===== config.mk =====
export PLATFORM = sky130hd
export DESIGN_NAME = desc_chain_dma
export DESIGN_NICKNAME = d
export VERILOG_FILES = /design/src/rtl/desc_chain_dma_pkg.sv /design/src/rtl/desc_chain_dma_ctrl.sv /design/src/rtl/desc_chain_dma_dpath.sv /design/src/rtl/desc_chain_dma.sv
export SDC_FILE = /design/constraint.sdc
export NUM_CORES = 1
export LEC_CHECK = 0
export BUFFER_PORTS_ARGS = -buffer_cell sky130_fd_sc_hd__buf_2
export CORE_ASPECT_RATIO = 0.9
export CORE_MARGIN = 1.5
export CORE_UTILIZATION = 50
export DETAILED_ROUTE_END_ITERATION = 6
export GPL_TIMING_DRIVEN = 0
export PLACE_DENSITY = 0.7
export SYNTH_ARGS = -nofsm -noshare
export SYNTH_HDL_FRONTEND = slang
export SYNTH_SLANG_ARGS = --single-unit

===== constraint.sdc =====
create_clock -name clk -period 13.5 [get_ports clk]
set_clock_uncertainty 0.2 [all_clocks]
set_input_delay 0 -clock clk [delete_from_list [all_inputs] [get_ports clk]]
set_output_delay 0 -clock clk [all_outputs]
set_load 0.02 [all_outputs]

===== src/rtl/desc_chain_dma_pkg.sv =====
package desc_chain_dma_pkg;
  localparam int WORD_BYTES    = 8;
  localparam int DESC_WORDS    = 8;
  localparam int NEXT_SLOT     = 4;
  localparam int FLAG_NULL_BIT = 0;
  localparam int FLAG_CMPL_BIT = 1;

  typedef enum logic [2:0] {
    ST_IDLE,
    ST_DESC,
    ST_NEXTPTR,
    ST_RD,
    ST_WR,
    ST_CMPL
  } seqState_t;

  typedef struct packed {
    logic loadChain;
    logic followNext;
    logic followMem;
    logic captureWord;
    logic bufWrite;
    logic idxClr;
    logic idxInc;
    logic markDone;
    logic bumpCount;
    logic setXfer0;
    logic setXfer3;
    logic setErr;
  } seqStrobe_t;
endpackage


===== src/rtl/desc_chain_dma_ctrl.sv =====
module desc_chain_dma_ctrl
  import desc_chain_dma_pkg::*;
(
  input  logic       clk,
  input  logic       rstN,
  input  logic       cmdStart,
  input  logic       cmdAppend,
  input  logic       cmdReset,
  input  logic       memAck,
  input  logic       idxLast,
  input  logic       flagNull,
  input  logic       flagCmpl,
  input  logic       descBad,
  input  logic       nextNonZero,
  input  logic       rdataZero,
  output seqState_t  state,
  output seqStrobe_t stb,
  output logic       memReq,
  output logic       memWe,
  output logic       busy
);
  seqState_t nextState;
  logic pendAppend, pendReset;
  logic doNext, clrAppend;

  assign busy   = (state != ST_IDLE);
  assign memReq = busy;
  assign memWe  = (state == ST_WR) || (state == ST_CMPL);

  always_comb begin
    stb       = '0;
    nextState = state;
    doNext    = 1'b0;
    clrAppend = 1'b0;
    unique case (state)
      ST_IDLE: begin
        if (cmdStart) begin
          stb.loadChain = 1'b1;
          stb.setXfer0  = 1'b1;
          stb.idxClr    = 1'b1;
          nextState     = ST_DESC;
        end else if (cmdAppend) begin
          nextState = ST_NEXTPTR;
        end else if (cmdReset) begin
          stb.setXfer3 = 1'b1;
        end
      end
      ST_DESC: begin
        if (memAck) begin
          stb.captureWord = 1'b1;
          stb.idxInc      = 1'b1;
          if (idxLast) begin
            stb.idxClr = 1'b1;
            if (flagNull) begin
              nextState = ST_IDLE;
            end else if (descBad) begin
              stb.setErr = 1'b1;
              nextState  = ST_IDLE;
            end else begin
              nextState = ST_RD;
            end
          end
        end
      end
      ST_NEXTPTR: begin
        if (memAck) begin
          if (rdataZero) begin
            nextState = ST_IDLE;
          end else begin
            stb.followMem = 1'b1;
            stb.idxClr    = 1'b1;
            nextState     = ST_DESC;
          end
        end
      end
      ST_RD: begin
        if (memAck) begin
          stb.bufWrite = 1'b1;
          stb.idxInc   = 1'b1;
          if (idxLast) begin
            stb.idxClr    = 1'b1;
            stb.bumpCount = 1'b1;
            nextState     = ST_WR;
          end
        end
      end
      ST_WR: begin
        if (memAck) begin
          stb.idxInc = 1'b1;
          if (idxLast) begin
            stb.idxClr   = 1'b1;
            stb.markDone = 1'b1;
            if (flagCmpl) nextState = ST_CMPL;
            else          doNext    = 1'b1;
          end
        end
      end
      ST_CMPL: begin
        if (memAck) doNext = 1'b1;
      end
      default: nextState = ST_IDLE;
    endcase

    if (doNext) begin
      if (pendReset) begin
        stb.setXfer3 = 1'b1;
        nextState    = ST_IDLE;
      end else if (nextNonZero) begin
        stb.followNext = 1'b1;
        nextState      = ST_DESC;
      end else if (pendAppend) begin
        clrAppend = 1'b1;
        nextState = ST_NEXTPTR;
      end else begin
        nextState = ST_IDLE;
      end
    end
  end

  always_ff @(posedge clk) begin
    if (!rstN) begin
      state      <= ST_IDLE;
      pendAppend <= 1'b0;
      pendReset  <= 1'b0;
    end else begin
      state <= nextState;
      if (stb.setXfer0 || (busy && nextState == ST_IDLE)) begin
        pendAppend <= 1'b0;
        pendReset  <= 1'b0;
      end
      if (clrAppend) pendAppend <= 1'b0;
      if (busy && !cmdStart) begin
        if (cmdAppend)     pendAppend <= 1'b1;
        else if (cmdReset) pendReset  <= 1'b1;
      end
    end
  end
endmodule


===== src/rtl/desc_chain_dma_dpath.sv =====
module desc_chain_dma_dpath
  import desc_chain_dma_pkg::*;
#(
  parameter int ADDR_W         = 32,
  parameter int COPY_BUF_BYTES = 64,
  parameter int CNT_W          = 32
) (
  input  logic              clk,
  input  logic              rstN,
  input  seqState_t         state,
  input  seqStrobe_t        stb,
  input  logic [ADDR_W-1:0] chainAddr,
  input  logic [ADDR_W-1:0] cmplAddr,
  input  logic [63:0]       memRdata,
  output logic [ADDR_W-1:0] memAddr,
  output logic [63:0]       memWdata,
  output logic              idxLast,
  output logic              flagNull,
  output logic              flagCmpl,
  output logic              descBad,
  output logic              nextNonZero,
  output logic              rdataZero,
  output logic [ADDR_W-1:0] statusWord,
  output logic [CNT_W-1:0]  bytesCopied,
  output logic [CNT_W-1:0]  descCount,
  output logic              descErr
);
  localparam int BUF_WORDS = COPY_BUF_BYTES / WORD_BYTES;
  localparam int IDX_SPAN  = (BUF_WORDS > DESC_WORDS) ? BUF_WORDS : DESC_WORDS;
  localparam int IDX_W     = $clog2(IDX_SPAN);
  localparam int LEN_W     = IDX_W + 4;
  localparam logic [63:0] FLAG_MASK = (64'd1 << FLAG_NULL_BIT) | (64'd1 << FLAG_CMPL_BIT);
  localparam logic [ADDR_W-1:0] NEXT_OFF = ADDR_W'(NEXT_SLOT * WORD_BYTES);

  logic [IDX_W-1:0]  idx;
  logic [ADDR_W-1:0] descAddr, srcAddr, dstAddr, nextPtr, idxOff;
  logic [63:0]       descCtl, descLen;
  logic [1:0]        xferSt;
  logic [ADDR_W-7:0] complField;
  logic [LEN_W-1:0]  wordsNeed, lastWord;
  logic [63:0]       copyBuf [BUF_WORDS];

  assign idxOff      = {{(ADDR_W-IDX_W-3){1'b0}}, idx, 3'b000};
  assign flagNull    = descCtl[FLAG_NULL_BIT];
  assign flagCmpl    = descCtl[FLAG_CMPL_BIT];
  assign descBad     = (|(descCtl & ~FLAG_MASK)) || (descLen == 64'd0) ||
                       (descLen > 64'(COPY_BUF_BYTES));
  assign nextNonZero = (nextPtr != '0);
  assign rdataZero   = (memRdata[ADDR_W-1:0] == '0);
  assign wordsNeed   = (descLen[LEN_W-1:0] + LEN_W'(7)) >> 3;
  assign lastWord    = wordsNeed - LEN_W'(1);
  assign statusWord  = {complField, 4'b0000, xferSt};

  always_comb begin
    unique case (state)
      ST_DESC:        idxLast = (idx == IDX_W'(DESC_WORDS - 1));
      ST_RD, ST_WR:   idxLast = ({4'b0000, idx} == lastWord);
      default:        idxLast = 1'b0;
    endcase
  end

  always_comb begin
    memAddr  = '0;
    memWdata = '0;
    unique case (state)
      ST_DESC:    memAddr = descAddr + idxOff;
      ST_NEXTPTR: memAddr = descAddr + NEXT_OFF;
      ST_RD:      memAddr = srcAddr + idxOff;
      ST_WR: begin
        memAddr  = dstAddr + idxOff;
        memWdata = copyBuf[idx];
      end
      ST_CMPL: begin
        memAddr  = cmplAddr;
        memWdata = 64'(statusWord) | 64'd1;
      end
      default: ;
    endcase
  end

  always_ff @(posedge clk) begin
    if (stb.bufWrite) copyBuf[idx] <= memRdata;
  end

  always_ff @(posedge clk) begin
    if (!rstN) begin
      idx         <= '0;
      descAddr    <= '0;
      srcAddr     <= '0;
      dstAddr     <= '0;
      nextPtr     <= '0;
      descCtl     <= '0;
      descLen     <= '0;
      xferSt      <= 2'd3;
      complField  <= '0;
      bytesCopied <= '0;
      descCount   <= '0;
      descErr     <= 1'b0;
    end else begin
      if (stb.idxClr)      idx <= '0;
      else if (stb.idxInc) idx <= idx + IDX_W'(1);
      if (stb.loadChain)  descAddr <= chainAddr;
      if (stb.followNext) descAddr <= nextPtr;
      if (stb.followMem)  descAddr <= memRdata[ADDR_W-1:0];
      if (stb.captureWord) begin
        unique case (idx)
          IDX_W'(0): descCtl <= memRdata;
          IDX_W'(1): descLen <= memRdata;
          IDX_W'(2): srcAddr <= memRdata[ADDR_W-1:0];
          IDX_W'(3): dstAddr <= memRdata[ADDR_W-1:0];
          IDX_W'(NEXT_SLOT): nextPtr <= memRdata[ADDR_W-1:0];
          default: ;
        endcase
      end
      if (stb.markDone) complField <= descAddr[ADDR_W-1:6];
      if (stb.bumpCount) begin
        bytesCopied <= bytesCopied + CNT_W'(descLen);
        descCount   <= descCount + CNT_W'(1);
      end
      if (stb.setXfer0) begin
        xferSt  <= 2'd0;
        descErr <= 1'b0;
      end
      if (stb.setXfer3) xferSt  <= 2'd3;
      if (stb.setErr)   descErr <= 1'b1;
    end
  end
endmodule


===== src/rtl/desc_chain_dma.sv =====
module desc_chain_dma
  import desc_chain_dma_pkg::*;
#(
  parameter int ADDR_W         = 32,
  parameter int COPY_BUF_BYTES = 64,
  parameter int CNT_W          = 32
) (
  input  logic              clk,
  input  logic              rstN,
  input  logic              cmdStart,
  input  logic              cmdAppend,
  input  logic              cmdReset,
  input  logic [ADDR_W-1:0] chainAddr,
  input  logic [ADDR_W-1:0] cmplAddr,
  output logic              memReq,
  output logic              memWe,
  output logic [ADDR_W-1:0] memAddr,
  output logic [63:0]       memWdata,
  input  logic              memAck,
  input  logic [63:0]       memRdata,
  output logic              busy,
  output logic [ADDR_W-1:0] statusWord,
  output logic [CNT_W-1:0]  bytesCopied,
  output logic [CNT_W-1:0]  descCount,
  output logic              descErr
);
  seqState_t  state;
  seqStrobe_t stb;
  logic idxLast, flagNull, flagCmpl, descBad, nextNonZero, rdataZero;

  desc_chain_dma_ctrl ctrl_i (
    .clk(clk), .rstN(rstN),
    .cmdStart(cmdStart), .cmdAppend(cmdAppend), .cmdReset(cmdReset),
    .memAck(memAck), .idxLast(idxLast), .flagNull(flagNull),
    .flagCmpl(flagCmpl), .descBad(descBad), .nextNonZero(nextNonZero),
    .rdataZero(rdataZero), .state(state), .stb(stb),
    .memReq(memReq), .memWe(memWe), .busy(busy)
  );

  desc_chain_dma_dpath #(
    .ADDR_W(ADDR_W), .COPY_BUF_BYTES(COPY_BUF_BYTES), .CNT_W(CNT_W)
  ) dpath_i (
    .clk(clk), .rstN(rstN), .state(state), .stb(stb),
    .chainAddr(chainAddr), .cmplAddr(cmplAddr), .memRdata(memRdata),
    .memAddr(memAddr), .memWdata(memWdata), .idxLast(idxLast),
    .flagNull(flagNull), .flagCmpl(flagCmpl), .descBad(descBad),
    .nextNonZero(nextNonZero), .rdataZero(rdataZero),
    .statusWord(statusWord), .bytesCopied(bytesCopied),
    .descCount(descCount), .descErr(descErr)
  );
endmodule


==> results of run 1 <==
[final timing paths]
| check | from | endpoint | cells past startpoint |
|---|---|---|---|
| min | memRdata[55] | dpath_i.copyBuf[0][55] | 2 |
| min reg2reg | dpath_i.descCtl[38] | dpath_i.descCtl[38] | 2 |
| max reg2reg | dpath_i.descLen[0] | ctrl_i.pendAppend | 14 |
| max | ctrl_i.state[0] | memAddr[31] | 20 |
[power by group through the flow]
stage | Combinational, W | Sequential, W | Clock, W
2_1_floorplan | 0.000217 | 0.00291 | 0
3_3_place_gp | 0.000380 | 0.00292 | 0
3_5_place_dp | 0.000385 | 0.00292 | 0
4_1_cts | 0.000426 | 0.00286 | 0.00240
5_1_grt | 0.000463 | 0.00287 | 0.00250
6_report | 0.000438 | 0.00287 | 0.00239
[metal layers]
metal	GRT usage	wire, µm
met2	0.473	53300
met4	0.130	5450
met5	0	13
met3	0.0732	12400
met1	0.409	46000
[area by class of cell]
class / instances / share of cell area
multi-input cells: 2080 / 0.307
flip-flops and latches: 871 / 0.502
clock buffers: 126 / 0.0556
repair buffers: 503 / 0.0805
inverters: 28 / 0.00234
well taps: 960 / 0.0267
clock inverters: 36 / 0.00741
plain buffers: 204 / 0.0181
[placed cells by master, fill, tap and decap left out, types with 49 or more instances in the layout]
cell type      instances
a21oi_1              336
buf_2                338
clkbuf_1             181
clkbuf_16             89
dfxtp_1              359
dlygate4sd3_1        148
edfxtp_1             512
mux2i_1               92
mux4_2               128
nand2_1              613
nand3_1               63
nor2_1               216
nor4_1                54
o221ai_1              50
xnor2_1               49
[synth_stat cells, types with 8 or more instances]
cell type  count  share of area
mux2i_1       92          0.025
a21oi_1      336          0.045
buf_1         25         0.0025
edfxtp_1     512           0.41
a22o_1        12         0.0028
mux4_2       128          0.078
dfxtp_1      359           0.19
nand3_1       63         0.0085
inv_1         25         0.0025
nor3b_1       10         0.0020
or3_1         21         0.0035
o21ai_0       30         0.0040
and3_1        21         0.0035
o221ai_1      50          0.012
and2_1        14         0.0024
a22oi_1       31         0.0063
clkbuf_1     157          0.016
o22ai_1        9         0.0015
xor2_1        46          0.011
buf_2         14         0.0019
a31oi_1       24         0.0040
o21a_1        10         0.0020
nor4_1        54         0.0091
nand2_1      613          0.062
buf_4          8         0.0016
nor2_1       222          0.022
xnor2_1       49          0.012
nand4_1       23         0.0039
nor3_1        46         0.0062
o21ai_1       17         0.0023
ha_1          42          0.014
[logic make-up after synthesis]
logic type,count (synthesis),share of synthesized area
mux,220,0.102
compound gates,579,0.0943
fa+ha+maj,44,0.0152
buf+inv,232,0.0247
other cells,1,0.000101
xor+xnor,95,0.0224
simple gates,1138,0.135
flops,871,0.607
[through the flow]
step	utilization	worst slack [ns]	cell area [µm²]
floorplan	-	6.94	37200
global placement	0.545	1.94	40000
detailed placement	0.553	7.66	40600
CTS	0.612	6.94	44900
global route	0.612	6.61	44900
finish	0.612	6.73	44900
[critical path, delay by kind of cell, from the launching register on]
kind / cells / cell delay (ns)
simple gates: 7 / 2.36
flops: 1 / 0.32
fa+ha+maj: 2 / 0.56
buf+inv: 7 / 1.88
xor+xnor: 1 / 0.27
compound gates: 3 / 0.50
[repair_timing]
item | in CTS | in global routing
endpoints found under the setup margin | 0 | 0
hold endpoints to repair | 787 | 0
hold buffers | 148 | 0
==> reports/qor.txt, run 1 <==
CTS tree = yes
Sinks on Clock Net = 871
Multi-input gate area = 0.0138 mm²
total via count in the routed design = 28900
net switching fraction of the power = 0.239
clock root cell = clkbuf_16
HPWL after detailed placement = 81.6 mm
CP max stage cell = nor4_1
global-route usage over all layers = 0.303
reported max-cap violation count = 0
largest net degree at the start of global routing = 28
setup violators final = 0
CORE AREA = 0.0734 mm²
Setup Total Neg Slack = 0 ns
WL per Instance = 24.4 µm
post-synthesis cell type count = 83
antenna violations before repair = 3
number of rows in the core area = 94
aggregate global routing overflow = 0
total iterations of the first detailed-routing run = 6
number of design-rule violations left by the first detailed-router iteration = 3523
via count of the first global-routing pass = 27800
combinational power share = 0.077
dominant register cell in the synthesized netlist = edfxtp_1
register cell area after layout = 0.0226 mm²
path type of the worst setup path = register to output port
Crit. End Element = output port
design internal power = 0.00433 W
Largest register FFs = 512
final cell count without fillers = 4808
cells along the critical path = buf_2 > nor3b_4 > clkbuf_1 > clkbuf_1 > a22oi_1 > nand2_1 > ha_1 > inv_1 > fa_1 > inv_1 > a21oi_1 > or3_1 > nor4_1 > and3b_1 > and2_1 > buf_2 > nand3b_1 > xnor2_1 > o221ai_1 > buf_2
fill cell instance count of the final layout = 5847
final-layout worst hold slack = 0.0457 ns
number of nets with antenna violations after routing = 0
I/O pin cnt = 330
CTS-repair resized insts = 0
number of warnings issued by yosys = 0
gpl congestion = 0.983
Power per Cell Area = 127 mW/mm²
# diodes = 0
Placed Cells = 4498
actual slew at the worst max-slew pin = 1.33 ns
proportion of layout cells with a drive suffix above 1 = 0.173
cell repeated most along the worst path = buf_2
DRC errors left = 0
fraction of the yosys area taken by sequential cells = 0.607
number of buffers added for setup after CTS = 0
via density per instance = 6.02
wire length reported by the detailed router = 117 mm
syn avg cell area = 11.7 µm²
Clock H-tree levels = 3
net total in the final layout = 3953
Die Footprint = 0.0760 mm²
largest stage delay on the critical path = 0.76 ns
final clock period utilization by the worst path = 0.501
share of total power in sequential cells = 0.504
achievable clock frequency = 148 MHz
crit path launch type = register
die boundary height = 262 µm
starting utilization of the core area = 0.507
net switching component of the power = 0.00136 W
number of buffers created by CTS = 87
path type of the worst min-delay path = input port to register
r2r setup slk = 8.80 ns
result of the run = complete, no violations
wire length of the first global-routing pass = 173 mm
Largest Register = dpath_i.copyBuf
clock transition at the registers of the reported paths = 0.06 ns
number of hold violations in the final report = 0
input/output buffers = 324
number of synthesized register bits = 871
max-slew violations = 0
horizontal die dimension = 290 µm
Netlist Area Pre-Place = 0.0372 mm²
Max Buffers Root-to-Sink = 3
required time of the critical path = 13.30 ns
Leakage = 15.4 nW
Max VDD drop = 89.9 µV
top flop regs = dpath_i.copyBuf x512, dpath_i.descCtl x64, dpath_i.descLen x64
synthesis-to-layout area growth = 20.7%
max-slew headroom at the worst pin = 0.113
CP Data Arrival Time = 6.57 ns
EDFF count, synth = 512
Clk network pwr share = 0.419
share of flip-flops with an asynchronous set or reset = 0
PnR Total Power = 0.00569 W
clock network latency to the later pin of the worst-skew pair = 0.65 ns
unrepaired setup endpoints after global routing = no
clock period minus final worst setup slack = 6.77 ns
highest net fanout along the worst path = 10
post-synthesis instance total = 3180
Note: power is estimated with default switching activity, not from simulation.
==> run 2: changes to the inputs <==
--- a/config.mk
+++ b/config.mk
@@ -11,7 +11,7 @@
 export CORE_UTILIZATION = 50
 export DETAILED_ROUTE_END_ITERATION = 6
 export GPL_TIMING_DRIVEN = 0
-export PLACE_DENSITY = 0.7
+export PLACE_DENSITY = 0.72
 export SYNTH_ARGS = -nofsm -noshare
 export SYNTH_HDL_FRONTEND = slang
 export SYNTH_SLANG_ARGS = --single-unit
==> constraint.sdc (replaced) <==
create_clock -name clk -period 6 [get_ports clk]
set_clock_uncertainty 0.2 [all_clocks]
set_input_delay 0 -clock clk [delete_from_list [all_inputs] [get_ports clk]]
set_output_delay 0 -clock clk [all_outputs]
set_load 0.02 [all_outputs]
==> reports/qor.txt, run 2 (synthesis gave the netlist of run 1 again) <==
result of the run = complete, no violations
cells along the critical path = buf_2 > nor3b_4 > clkbuf_2 > clkbuf_2 > a22oi_1 > nand2_1 > ha_1 > inv_1 > fa_1 > inv_1 > a21oi_1 > or3_1 > nor4_4 > and3b_1 > and2_1 > buf_2 > nand2_1 > xor2_1 > o221ai_1 > buf_2
Post-Place Setup Slack = 0.199 ns
combinational power share = 0.077
net switching component of the power = 0.00310 W
CP Data Arrival Time = 5.56 ns
share of total power in sequential cells = 0.496
synthesis-to-layout area growth = 21.5%
clock period minus final worst setup slack = 5.76 ns
CP max stage cell = or3_1
net total in the final layout = 3949
number of nets with antenna violations after routing = 0
wire length reported by the detailed router = 119 mm
highest net fanout along the worst path = 10
r2r setup slk = 1.12 ns
Crit. End Element = output port
final clock period utilization by the worst path = 0.960
global-route usage over all layers = 0.306
via count of the first global-routing pass = 28000
antenna violations before repair = 1
CORE AREA = 0.0734 mm²
required time of the critical path = 5.80 ns
number of hold violations in the final report = 0
path type of the worst min-delay path = input port to register
starting utilization of the core area = 0.507
top flop regs = dpath_i.copyBuf x512, dpath_i.descCtl x64, dpath_i.descLen x64
register cell area after layout = 0.0226 mm²
actual slew at the worst max-slew pin = 1.17 ns
setup violators final = 0
cell repeated most along the worst path = buf_2
wire length of the first global-routing pass = 174 mm
fill cell instance count of the final layout = 5684
net switching fraction of the power = 0.239
achievable clock frequency = 174 MHz
input/output buffers = 324
total iterations of the first detailed-routing run = 6
I/O pin cnt = 330
Setup Total Neg Slack = 0 ns
CTS tree = yes
Clk network pwr share = 0.427
gpl congestion = 0.986
crit path launch type = register
design internal power = 0.00990 W
DRC errors left = 0
HPWL after detailed placement = 81.0 mm
Setup WS post-layout = 0.239 ns
proportion of layout cells with a drive suffix above 1 = 0.175
Sinks on Clock Net = 871
number of buffers created by CTS = 88
most frequent standard cell in the layout excluding fill and tap cells = nand2_1
largest stage delay on the critical path = 0.42 ns
die boundary height = 262 µm
aggregate global routing overflow = 0
Multi-input gate area = 0.0138 mm²
via density per instance = 6.06
final-layout worst hold slack = 0.0187 ns
reported max-cap violation count = 0
number of buffers added for setup after CTS = 0
largest net degree at the start of global routing = 28
total via count in the routed design = 29100
Largest Register = dpath_i.copyBuf
Leakage = 15.5 nW
Largest register FFs = 512
max-slew headroom at the worst pin = 0.222
Clock H-tree levels = 3
max-slew violations = 0
unrepaired setup endpoints after global routing = no
Power per Cell Area = 288 mW/mm²
Max VDD drop = 243 µV
path type of the worst setup path = register to output port
number of design-rule violations left by the first detailed-router iteration = 3692
Die Footprint = 0.0760 mm²
WL per Instance = 24.7 µm
clock network latency to the later pin of the worst-skew pair = 0.65 ns
Max Buffers Root-to-Sink = 3
number of rows in the core area = 94
commonest cells after routing, fill and taps aside = 613 x nand2_1, 512 x edfxtp_1, 359 x dfxtp_1
horizontal die dimension = 290 µm
clock transition at the registers of the reported paths = 0.06 ns
clock root cell = clkbuf_16
==> run 2: cell count changes in the layout (fill, tap and decap cells not counted), sizes merged, moves of 2 or more <==
| cell | previous run | this run |
|---|---|---|
| clkinv | 28 | 40 |
| buf | 402 | 396 |
| clkinvlp | 4 | 2 |
| clkbuf | 283 | 269 |
| dlygate4sd3 | 148 | 150 |
| bufinv | 2 | 7 |
==> run 2: stage by stage <==
step,instances,instance area (µm²),util,power (W)
finish,4806,45200,0.616,0.0130
global route,4805,45200,0.616,0.0133
CTS,4806,45200,0.616,0.0130
detailed placement,4493,40700,0.555,0.00743
global placement,4467,40000,0.546,0.00742
floorplan,3183,37200,-,0.00703
==> run 2: worst paths after layout <==
| kind | start | to | cells past startpoint |
|---|---|---|---|
| min reg2reg | dpath_i.descCtl[35] | dpath_i.descCtl[35] | 2 |
| max | ctrl_i.state[0] | memAddr[27] | 20 |
| max reg2reg | dpath_i.descLen[1] | ctrl_i.pendAppend | 14 |
| min | memRdata[49] | dpath_i.copyBuf[4][49] | 2 |
==> run 2: power groups by stage <==
stage | clock [W] | sequential [W] | combinational (W)
2_1_floorplan | 0 | 0.00654 | 0.000489
3_3_place_gp | 0 | 0.00657 | 0.000852
3_5_place_dp | 0 | 0.00657 | 0.000864
4_1_cts | 0.00557 | 0.00644 | 0.000961
5_1_grt | 0.00580 | 0.00645 | 0.00105
6_report | 0.00555 | 0.00645 | 0.000998
==> run 2: worst max-delay path, delay by kind of cell (launching register included) <==
family          cells  cell delay, ns
simple gates        7            1.85
buf+inv             7            1.44
fa+ha+maj           2            0.57
compound gates      3            0.53
flops               1            0.31
xor+xnor            1            0.18
==> run 2: final cells by class <==
class	count	area share
Inverter	28	0.00233
Clock inverter	51	0.0122
Tap cell	960	0.0266
Sequential cell	871	0.499
Multi-Input combinational cell	2080	0.306
Timing Repair Buffer	500	0.0829
Buffer	202	0.0179
Clock buffer	113	0.0531
Antenna cell	1	0.0000554
==> run 2: layer usage <==
layer / track usage / up-vias / wire length (µm)
met5: 0 / - / 0
met4: 0.142 / 0 / 6090
met3: 0.0665 / 413 / 12500
met2: 0.478 / 1687 / 53700
met1: 0.412 / 14200 / 46600
li1: - / 12900 / -
==> run 2: timing repair <==
action,in CTS,in global routing
cloned,0,0
hold endpoints to repair,780,0
gates resized for setup,2,6
endpoints found under the setup margin,8,6
hold buffers,150,0
